--- src/rtl/prn_hs_pkg.sv ---
package prn_hs_pkg;
  typedef enum logic [1:0] {
    CAUSE_NONE  = 2'b00,
    CAUSE_EQUIP = 2'b01,
    CAUSE_PAPER = 2'b10
  } fault_cause_e;
endpackage

--- src/rtl/prn_hs_sync.sv ---
module prn_hs_sync #(
  parameter int unsigned WIDTH  = 3,
  parameter int unsigned STAGES = 2
) (
  input  logic             clk,
  input  logic             rst_n,
  input  logic [WIDTH-1:0] async_i,
  output logic [WIDTH-1:0] sync_o
);
  logic [WIDTH-1:0] stage_q [STAGES];

  genvar s;
  generate
    for (s = 0; s < STAGES; s++) begin : g_stage
      always_ff @(posedge clk or negedge rst_n) begin
        if (!rst_n) stage_q[s] <= '0;
        else if (s == 0) stage_q[s] <= async_i;
        else stage_q[s] <= stage_q[(s == 0) ? 0 : s-1];
      end
    end
  endgenerate

  assign sync_o = stage_q[STAGES-1];
endmodule

--- src/rtl/prn_hs_allowance.sv ---
module prn_hs_allowance #(
  parameter int unsigned OVERRUN_BYTES = 2,
  localparam int unsigned CW = $clog2(OVERRUN_BYTES + 1)
) (
  input  logic          clk,
  input  logic          rst_n,
  input  logic          ready_s,
  input  logic          grant,
  output logic [CW-1:0] credit_o
);
  logic [CW-1:0] credit_q, credit_d;
  logic          credit_en;

  always_comb begin
    credit_en = 1'b0;
    credit_d  = credit_q;
    if (ready_s) begin
      credit_en = 1'b1;
      credit_d  = CW'(OVERRUN_BYTES);
    end else if (grant && credit_q != '0) begin
      credit_en = 1'b1;
      credit_d  = credit_q - 1'b1;
    end
  end

  always_ff @(posedge clk or negedge rst_n) begin
    if (!rst_n) credit_q <= '0;
    else if (credit_en) credit_q <= credit_d;
  end

  assign credit_o = credit_q;
endmodule

--- src/rtl/prn_hs_fault.sv ---
module prn_hs_fault
  import prn_hs_pkg::*;
(
  input  logic         clk,
  input  logic         rst_n,
  input  logic         busy,
  input  logic         ok_s,
  input  logic         paper_s,
  input  logic         cfg_ok_check,
  input  logic         cfg_paper_high_err,
  input  logic         clr,
  output logic         fault_o,
  output fault_cause_e cause_o
);
  fault_cause_e cause_q, cause_d;
  logic         cause_en;
  logic         equip_bad, paper_bad;

  always_comb begin
    equip_bad = busy & cfg_ok_check & ~ok_s;
    paper_bad = busy & (paper_s == cfg_paper_high_err);
    cause_en  = 1'b0;
    cause_d   = cause_q;
    if (clr) begin
      cause_en = 1'b1;
      cause_d  = CAUSE_NONE;
    end else if (cause_q == CAUSE_NONE) begin
      if (equip_bad) begin
        cause_en = 1'b1;
        cause_d  = CAUSE_EQUIP;
      end else if (paper_bad) begin
        cause_en = 1'b1;
        cause_d  = CAUSE_PAPER;
      end
    end
  end

  always_ff @(posedge clk or negedge rst_n) begin
    if (!rst_n) cause_q <= CAUSE_NONE;
    else if (cause_en) cause_q <= cause_d;
  end

  assign cause_o = cause_q;
  assign fault_o = (cause_q != CAUSE_NONE);
endmodule

--- src/rtl/prn_handshake_mon.sv ---
module prn_handshake_mon
  import prn_hs_pkg::*;
#(
  parameter int unsigned OVERRUN_BYTES = 2,
  parameter int unsigned SYNC_STAGES   = 2,
  localparam int unsigned CW = $clog2(OVERRUN_BYTES + 1)
) (
  input  logic       clk,
  input  logic       rst_n,
  input  logic       send_req_i,
  input  logic       byte_sent_i,
  input  logic       periph_ready_i,
  input  logic       periph_ok_i,
  input  logic       paper_stat_i,
  input  logic       cfg_ok_check_i,
  input  logic       cfg_link_always_i,
  input  logic       cfg_paper_high_err_i,
  input  logic       err_clr_i,
  output logic       tx_permit_o,
  output logic       link_active_o,
  output logic       fault_o,
  output logic [1:0] fault_cause_o,
  output logic       unit_alive_o
);
  // reset: asserted asynchronously, released through two flops
  logic [1:0] rst_pipe_q;
  logic       rst_sn;

  always_ff @(posedge clk or negedge rst_n) begin
    if (!rst_n) rst_pipe_q <= 2'b00;
    else rst_pipe_q <= {rst_pipe_q[0], 1'b1};
  end
  assign rst_sn = rst_pipe_q[1];

  // printer-side inputs
  logic [2:0] periph_s;
  logic       ready_s, ok_s, paper_s;

  prn_hs_sync #(.WIDTH(3), .STAGES(SYNC_STAGES)) i_sync (
    .clk     (clk),
    .rst_n   (rst_sn),
    .async_i ({paper_stat_i, periph_ok_i, periph_ready_i}),
    .sync_o  (periph_s)
  );
  assign {paper_s, ok_s, ready_s} = periph_s;

  // alive flag
  logic alive_q, alive_en;
  assign alive_en = ~alive_q;
  always_ff @(posedge clk or negedge rst_sn) begin
    if (!rst_sn) alive_q <= 1'b0;
    else if (alive_en) alive_q <= 1'b1;
  end

  // byte in flight
  logic busy_q, busy_d, busy_en, grant;
  logic [CW-1:0] credit;
  fault_cause_e  cause;
  logic          fault;

  assign tx_permit_o = alive_q & ~busy_q & ~fault & (ready_s | (credit != '0));
  assign grant       = send_req_i & tx_permit_o;

  always_comb begin
    busy_en = grant | (busy_q & byte_sent_i);
    busy_d  = grant;
  end

  always_ff @(posedge clk or negedge rst_sn) begin
    if (!rst_sn) busy_q <= 1'b0;
    else if (busy_en) busy_q <= busy_d;
  end

  prn_hs_allowance #(.OVERRUN_BYTES(OVERRUN_BYTES)) i_allow (
    .clk      (clk),
    .rst_n    (rst_sn),
    .ready_s  (ready_s),
    .grant    (grant),
    .credit_o (credit)
  );

  prn_hs_fault i_fault (
    .clk                (clk),
    .rst_n              (rst_sn),
    .busy               (busy_q),
    .ok_s               (ok_s),
    .paper_s            (paper_s),
    .cfg_ok_check       (cfg_ok_check_i),
    .cfg_paper_high_err (cfg_paper_high_err_i),
    .clr                (err_clr_i),
    .fault_o            (fault),
    .cause_o            (cause)
  );

  assign fault_o       = fault;
  assign fault_cause_o = cause;
  assign link_active_o = alive_q & (cfg_link_always_i | busy_q);
  assign unit_alive_o  = alive_q;
endmodule

--- config.mk ---
export PLATFORM = sky130hd
export DESIGN_NAME = prn_handshake_mon
export DESIGN_NICKNAME = d
export VERILOG_FILES = /design/src/rtl/prn_hs_pkg.sv /design/src/rtl/prn_hs_sync.sv /design/src/rtl/prn_hs_allowance.sv /design/src/rtl/prn_hs_fault.sv /design/src/rtl/prn_handshake_mon.sv
export SDC_FILE = /design/constraint.sdc
export NUM_CORES = 1
export LEC_CHECK = 0
export ABC_CLOCK_PERIOD_IN_PS = 1370
export BUFFER_PORTS_ARGS = -buffer_cell sky130_fd_sc_hd__buf_2
export CAP_MARGIN = 10
export CORE_AREA = 2 2 39 41
export CTS_CLUSTER_SIZE = 28
export DETAILED_ROUTE_END_ITERATION = 6
export DIE_AREA = 0 0 41 43
export SYNTH_ARGS = -nofsm -noshare
export SYNTH_HDL_FRONTEND = slang
export SYNTH_SLANG_ARGS = --single-unit
export TNS_END_PERCENT = 20
--- constraint.sdc ---
create_clock -name clk -period 1.37 [get_ports clk]
set_input_delay 0.2055 -clock clk [delete_from_list [all_inputs] [get_ports clk]]
set_output_delay 0.2055 -clock clk [all_outputs]
set_load 0.02 [all_outputs]
==> impl_results.md, run 1 <==
- Status: finished with violations
- Violated checks: negative setup slack
- Fraction of the yosys area taken by sequential cells: 66.7%
- Final setup viols: 5
- Tmin final: 1.72 ns
- Initial core utilization: between 30 and 40%
- CTS sink cnt: 14
- Overall power: 872 uW
- Htree depth: 1
- Setup tns final: -0.840 ns
- Final Net Count: 80
- Final ANT Viol Nets: 0
- Crit path launch type: flop
- Sw Ratio: 24.4%
- Most area-consuming cells after synthesis: dfrtp_1, inv_1, nor3b_4
- Drt wl/cell: 9.43 um
- Diodes inserted: 0
- Final worst slack: -0.354 ns
- Num CTS Buffers: 3
- Worst hold path class: input port to flop
- Crit share post-route: 126%
- Mean Syn Cell Area: 13.5 um2
- Initial antenna violation count: 0
- First-pass GRT wire length: 1350 um
- Syn Std Cell Area: 526 um2
- CP Data Required Time: roughly 1.2 ns
- Fraction of layout cells with a size suffix above 1: ~46%
- Die height: 43 um
- Distinct cell type count of the synthesized netlist: 18
- CP Capture Type: output pin
- Worst path cell trace: or4b_4 > a21oi_4 > buf_4
- Share of total power in combinational logic: 21.6%
- Post-layout util: 53.1%
- Core area: between 1000 and 1500 um2
- Power Density: around 1200 nW/um2
- Final Max Slew Viols: 0
- Syn Inst Count: 39
- CP max-delay cell: or4b_4
- Root buf cell: clkbuf_4
- Largest net degree at the start of global routing: 13
- Number of I/O pins: 17
- P_int: 659 uW
- DP HPWL: 606 um
- I/O Buffers: 16
- Worst Path Arrival: 1.52 ns
- CTS tree: done
- Total GRT Usage: between 10% and 20%
- Max_cap viols: 0
- Net Switching: 213 uW
- Remaining DRCs: 0
- Gr ovfl total: 0
- Leading area contributor after synthesis: dfrtp_1
- Post-CTS Setup Repair Bufs: 0
- Kind of critical path: flop to output pin
- Synth top area share: 66.7%
- Peak supply drop: 0.627 mV
- Yosys warns: 0
- Max incr delay on CP: 0.58 ns
- Clock share of power: 25.4%
- DR vias: 358
- Die ar.: 1760 um2
- Floorplan row count: 14
- Fmax: about 580 MHz
- Buf/Inv on CP: 1
- Fin Hold WS: between 0.04 and 0.05 ns
- Final hold viol count: 0
- Pre-Repair DR Iteration Count: 3
- Clk Latency, worst-skew pair: 0.26 ns
- Leakage: 0.000373 uW
- Max clock buf depth: 2
- DRT iter0 DRCs: 10
- Clock Skew: about 0.0064 ns
- RePlAce Congestion: 0.615
- Vias in the first global route: approximately 350
- Critical path peak fanout: 2
- Detailed Route WL: 783 um
- Seq pwr share: between 50% and 60%
- Placed cell areas: 676 um2
- Layout area overhead: 39.8%
- Die X: 41 um
- Worst path top cell family by delay: simple AND/OR/NAND/NOR gates
- Post-Layout Inst Area: 734 um2
- Seq cells post-synth: 14
- DR vias/cell: ~4.3
- RSZ-0062 raised after global routing: true
- Worst-path clk slew: around 0.080 ns
==> path summary, 6_finish.rpt <==
path	endpoint	startpoint	slack [ns]	cells past startpoint
setup / recovery	tx_permit_o	busy_q	-0.35	3
hold reg to reg	unit_alive_o	rst_pipe_q[1]	0.17	0
max in group asynchronous	i_fault.cause_o[1]	rst_pipe_q[1]	0.87	0
hold / removal	i_sync.stage_q[5]	paper_stat_i	0.04	1
setup reg to reg	i_allow.credit_o[0]	busy_q	-0.25	3
min in group asynchronous	unit_alive_o	rst_pipe_q[1]	0.17	0
==> Yosys cell counts, drive strengths merged <==
cell type  instances
inv                5
a21oi              2
mux2i              1
dfrtp             14
nor2b              1
or2                1
xnor2              1
mux2               1
o21a               1
conb               1
or4b               1
a22o               1
ha                 1
nand2b             1
or3b               1
nor2               4
a41oi              1
nor3b              1
==> layout by cell type, fill, tap and decap left out <==
master         instances
a21oi_1                1
a21oi_4                1
a22o_1                 1
a41oi_1                1
buf_2                 14
buf_4                  7
buf_6                  1
clkbuf_1               1
clkbuf_4               3
conb_1                 2
dfrtp_1               13
dfrtp_2                1
dlygate4sd3_1          1
ha_1                   1
inv_1                  5
mux2_1                 1
mux2i_1                1
nand2b_1               1
nor2_1                 4
nor2b_1                1
nor3b_4                1
o21a_1                 1
or2_4                  1
or3b_2                 1
or4b_4                 1
xnor2_1                1
==> metal layers <==
| metal | share of wire (%) | track usage, % |
|---|---|---|
| met1 | 44 | 14.7 |
| met2 | 50 | 17.5 |
| met3 | 5.9 | 1.57 |
| met4 | 0 | 6.00 |
| met5 | 0 | 0 |
==> cell families after synthesis <==
| group | after synthesis | share of synthesized area [%] |
|---|---|---|
| other cells | 1 | 0.714 |
| buf+inv | 5 | 3.57 |
| mux | 2 | 4.05 |
| flops | 14 | 66.7 |
| fa+ha+maj | 1 | 2.38 |
| simple gates | 10 | 14.3 |
| xor+xnor | 1 | 1.67 |
| compound gates | 5 | 6.67 |
==> registers in the layout, indices dropped and copies added (netlist names) <==
name and flops:
rst_pipe_q 2, i_sync.sync_o 3, unit_alive_o 1, i_sync.stage_q 3, i_allow.credit_o 2, i_fault.cause_o 2, busy_q 1
==> stage by stage <==
step	cells	setup slack [ns]
2_1_floorplan	40	-0.279
3_3_place_gp	78	-0.195
3_5_place_dp	78	-0.217
4_1_cts	83	-0.358
5_1_grt	83	-0.410
6_report	83	-0.354
==> power by group through the flow <==
stage / sequential [uW] / combinational [uW] / clock [uW]
after CTS: 463 / 175 / 237
after global routing: 467 / 208 / 254
final: 462 / 188 / 221
after detailed placement: 471 / 166 / 0
after global placement: 470 / 164 / 0
after floorplan: 479 / 84.0 / 0
==> final cells by class <==
cell class | instances | area, um2
fillers | 115 | 649
repair buffers | 23 | 144
flip-flops and latches | 14 | 352
inverters | 5 | 18.8
multi-input cells | 21 | 174
well taps | 16 | 20.0
clock buffers | 4 | 26.3
==> repair_timing <==
item / CTS / global route
hold buffers: 1 / 0
resized for setup: 2 / 4
endpoints found under the setup margin: 5 / 6
hold endpoints to repair: 2 / 0
No activity file was read; power rests on OpenSTA's default activity.
==> run 2: changes to the inputs <==
- CELL_PAD_IN_SITES_DETAIL_PLACEMENT: not set -> 0
- CELL_PAD_IN_SITES_GLOBAL_PLACEMENT: not set -> 1
- CORE_AREA: 2 2 39 41 -> not set
- CORE_UTILIZATION: not set -> 36
- DIE_AREA: 0 0 41 43 -> not set
- PLACE_DENSITY_LB_ADDON: not set -> 0.1
==> run 2 against run 1 <==
Die area down 8.3%. Non-clock buffer count is the same. Worst hold slack worse by 0.0067 ns. Final cell count down 1.2%. First-iteration DRC count is 90% lower. Critical path depth unchanged. The flow still finishes with violations (negative setup slack). Clock skew down 0.0019 ns.
==> impl_results.md, run 2 (synthesized netlist as in run 1, its figures left out) <==
- CTS tree: done
- Commonest non-fill, non-tap cell in the layout: buf_2
- DRT iter0 DRCs: 1
- Peak supply drop: 0.609 mV
- RSZ-0062 raised after global routing: true
- Final Max Slew Viols: 0
- Violated checks: negative setup slack
- Post-Layout Inst Area: 747 um2
- DR vias/cell: 4.43
- Detailed Route WL: 850 um
- Worst Path Arrival: 1.52 ns
- Floorplan row count: 13
- Initial antenna violation count: 0
- Max clock buf depth: 2
- # fillers: about 120
- Drt wl/cell: between 10 and 15 um
- Root buf cell: clkbuf_4
- Hold path cells: 1
- Largest net degree at the start of global routing: 13
- Fmax: slightly below 600 MHz
- CTS sink cnt: 14
- First-pass GRT wire length: about 1200 um
- Status: finished with violations
- Die height: 40.2 um
- CP Capture Type: output pin
- Final setup viols: 5
- Max_cap viols: 0
- Remaining DRCs: 0
- R2r worst-path depth: 3
- Crit share post-route: 126%
- Pre-Repair DR Iteration Count: 2
- Worst hold path class: input port to flop
- Clock Skew: 0.00450 ns
- Core area: around 1300 um2
- Diodes inserted: 0
- Layout area overhead: 42.1%
- Multi-input logic area: around 170 um2
- Worst-path clk slew: 0.08 ns
- Die ar.: 1620 um2
- Vias in the first global route: 330
- Post-layout util: 56.0%
- Power Density: 1260 nW/um2
- Final Net Count: 80
- Htree depth: 1
- Final worst slack: -0.351 ns
- Placed cell areas: 667 um2
- Kind of critical path: flop to output pin
- Fraction of layout cells with a size suffix above 1: between 40 and 50%
- Leakage: between 0.0003 and 0.0004 uW
- Total GRT Usage: 11.8%
- Final hold viol count: 0
- Gr ovfl total: 0
- Commonest non-fill, non-tap cells in the layout: buf_2, dfrtp_1, buf_4
- Num CTS Buffers: 3
- RePlAce Congestion: 0.619
- Crit path launch type: flop
- Cell count after placement: 76
- Final ANT Viol Nets: 0
- Initial core utilization: 39.4%
- Clk Latency, worst-skew pair: around 0.27 ns
- Critical path peak fanout: 2
- Non-filler cells, final: between 80 and 90
- Tmin final: 1.72 ns
- CP Data Required Time: 1.16 ns
- Die X: 40.2 um
- DR vias: 363
- Number of I/O pins: 17
- I/O Buffers: 16
- Sequential Area: 352 um2
[run 2: cell counts in the layout (fill, tap and decap cells not counted)]
No cell type changed its count.
[run 2: through the flow]
stage / power (uW) / hold slack [ns] / setup TNS (ns) / setup WS, ns
2_1_floorplan: 563 / -0.0901 / -0.870 / -0.279
3_3_place_gp: 628 / -0.0102 / -0.414 / -0.192
3_5_place_dp: 636 / -0.00773 / -0.557 / -0.225
4_1_cts: 940 / 0.0204 / -1.03 / -0.372
5_1_grt: 994 / 0.0143 / -1.21 / -0.402
6_report: 941 / 0.0340 / -0.932 / -0.351
[run 2: power by group]
group / total, uW / switching [uW] / internal, uW
clock: 281 / 119 / 161
combinational: 197 / 86.4 / 110
sequential: 464 / 20.8 / 443
[run 2: layer usage]
layer	vias to the layer above	share of wire (%)	global-route usage, %
met3	2	4.9	1.67
met1	171	43	12.9
met5	-	0	0
li1	180	-	-
met4	0	0.71	10.0
met2	10	52	20.2
[run 2: layout make-up]
class / instances / share of cell area (%)
repair buffers: 23 / 19.8
multi-input cells: 21 / 23.3
clock buffers: 4 / 4.86
well taps: 15 / 2.51
flip-flops and latches: 14 / 47.1
inverters: 5 / 2.51
[run 2: repair_timing]
item	4_1_cts	5_1_grt
gates resized for setup	2	5
pin swaps	0	0
endpoints found under the hold margin	2	0
endpoints found under the setup margin	5	6
setup buffers	1	0
hold buffers	1	0
[run 2: worst paths after layout]
kind | start | to | slack, ns
setup / recovery | busy_q | tx_permit_o | -0.35
hold / removal | periph_ok_i | i_sync.stage_q[4] | 0.03
setup reg to reg | busy_q | i_allow.credit_o[0] | -0.26
hold reg to reg | rst_pipe_q[1] | busy_q | 0.18
max in group asynchronous | rst_pipe_q[1] | i_fault.cause_o[1] | 0.86
min in group asynchronous | rst_pipe_q[1] | busy_q | 0.18
[run 2: critical path, stage by stage (launching register included)]
cell	delay, ns
dfrtp_1	0.39
or4b_4	0.58
a21oi_4	0.15
buf_6	0.13
==> run 3: changes to the inputs <==
- ABC_CLOCK_PERIOD_IN_PS: 1370 -> 2050
- CORE_UTILIZATION: 36 -> 39
- SKIP_CTS_REPAIR_TIMING: not set -> 1
- clock period: 1.37 -> 2.05 ns (I/O delays scaled with it)
==> run 3 against run 2 <==
The run now ends clean. Utilization grew 0.30 points. Clock-buffer cell count down 1. Final cell count fell by 9.8%. Via count fell by 4.7%. Worst hold slack improved by 0.10 ns. Non-clock buffer count fell by 6. Die area down 7.3%. Total power is 41% lower. Critical endpoint unchanged. Largest cell class unchanged.
==> impl_results.md, run 3 (synthesized netlist as in run 1, its figures left out) <==
- Die X: around 39 um
- Initial antenna violation count: 0
- Floorplan row count: 12
- Leakage: 0.000340 uW
- Fmax: approximately 500 MHz
- Fin Hold WS: 0.137 ns
- Detailed Route WL: 843 um
- Worst-path clk slew: 0.08 ns
- Final hold viol count: 0
- Final ANT Viol Nets: 0
- Status: finished, final reports clean
- RePlAce Congestion: approximately 0.7
- Pre-Repair DR Iteration Count: 1
- Htree depth: 1
- First-pass GRT wire length: 1360 um
- Die height: 38.7 um
- Crit share post-route: between 90% and 100%
- I/O Buffers: 16
- Drt wl/cell: around 11 um
- R2r worst-path depth: 3
- Final setup viols: 0
- CP Capture Type: output pin
- CTS tree: done
- Tmin final: between 1.5 and 2 ns
- Kind of critical path: flop to output pin
- CTS sink cnt: 14
- Layout area overhead: 25.5%
- Worst Path Arrival: roughly 1.7 ns
- Num CTS Buffers: 3
- Diodes inserted: 0
- CP Data Required Time: roughly 1.7 ns
- Peak supply drop: 0.411 mV
- Power Density: 838 nW/um2
- Largest net degree at the start of global routing: 13
- Total GRT Usage: roughly 14%
- Gr ovfl total: 0
- Final Max Slew Viols: 0
- Number of I/O pins: 17
- Core area: 1170 um2
- Clock Skew: 0.00117 ns
- Initial core utilization: 44.9%
- DR vias: 346
- Clk Latency, worst-skew pair: 0.27 ns
- Setup tns final: 0 ns
- Post-layout util: 56.3%
- Commonest non-fill, non-tap cells in the layout: buf_2, dfrtp_1, inv_1
- Fraction of layout cells with a size suffix above 1: 38.3%
- Crit path launch type: flop
- RSZ-0062 raised after global routing: false
- Final Net Count: 74
- Vias in the first global route: between 300 and 400
- Commonest non-fill, non-tap cell in the layout: buf_2
- DRT iter0 DRCs: 0
- Critical path peak fanout: 5
- DR vias/cell: 4.68
- Die ar.: approximately 1500 um2
- Worst hold path class: input port to flop
- DP HPWL: 666 um
- Remaining DRCs: 0
- Max clock buf depth: 2
- Hold path cells: 1
- Root buf cell: clkbuf_4
- Max_cap viols: 0
[run 3: cell count changes in the layout (fill, tap and decap cells not counted), sizes merged]
cell    change
buf         -6
clkbuf      -1
[run 3: worst max-delay path, stage by stage (launching register included)]
cell	delay (ns)
dfrtp_1	0.42
or4b_4	0.57
a21oi_1	0.20
buf_2	0.20
[run 3: where the power goes]
| part | total, uW | internal, uW | switching, uW |
|---|---|---|---|
| Combinational | 90.7 | 45.2 | 45.6 |
| Sequential | 313 | 296 | 17.2 |
| Clock | 149 | 68.0 | 80.6 |
| Total | 552 | 409 | 143 |
[run 3: layer usage]
metal	global-route usage, %	wire [um]	up-vias
met3	5.20	38	2
li1	-	-	168
met5	0	0	-
met4	7.76	15	0
met1	14.4	351	164
met2	25.0	436	12
[run 3: through the flow]
| stage | cell area [um2] | total power [uW] | setup slack, ns | std cells |
|---|---|---|---|---|
| 2_1_floorplan | 529 | 376 | 0.326 | 40 |
| 3_3_place_gp | 627 | 403 | 0.408 | 70 |
| 3_5_place_dp | 627 | 410 | 0.367 | 70 |
| 4_1_cts | 649 | 559 | 0.0722 | 73 |
| 5_1_grt | 659 | 585 | 0.0000674 | 74 |
| 6_report | 659 | 552 | 0.0786 | 74 |
[run 3: final timing paths]
path	slack [ns]	start	to
setup / recovery	0.08	busy_q	tx_permit_o
hold / removal	0.14	periph_ready_i	i_sync.stage_q[3]
setup reg to reg	0.35	busy_q	i_allow.credit_o[0]
hold reg to reg	0.19	rst_pipe_q[1]	i_sync.sync_o[0]
max in group asynchronous	1.55	rst_pipe_q[1]	i_fault.cause_o[1]
min in group asynchronous	0.19	rst_pipe_q[1]	i_sync.sync_o[0]
[run 3: area by class of cell]
type                            count  area (um2)
Fill cell                         103         512
Tap cell                           14        17.5
Sequential cell                    14         350
Timing Repair Buffer               17        90.1
Clock buffer                        3        22.5
Multi-Input combinational cell     21         160
Inverter                            5        18.8
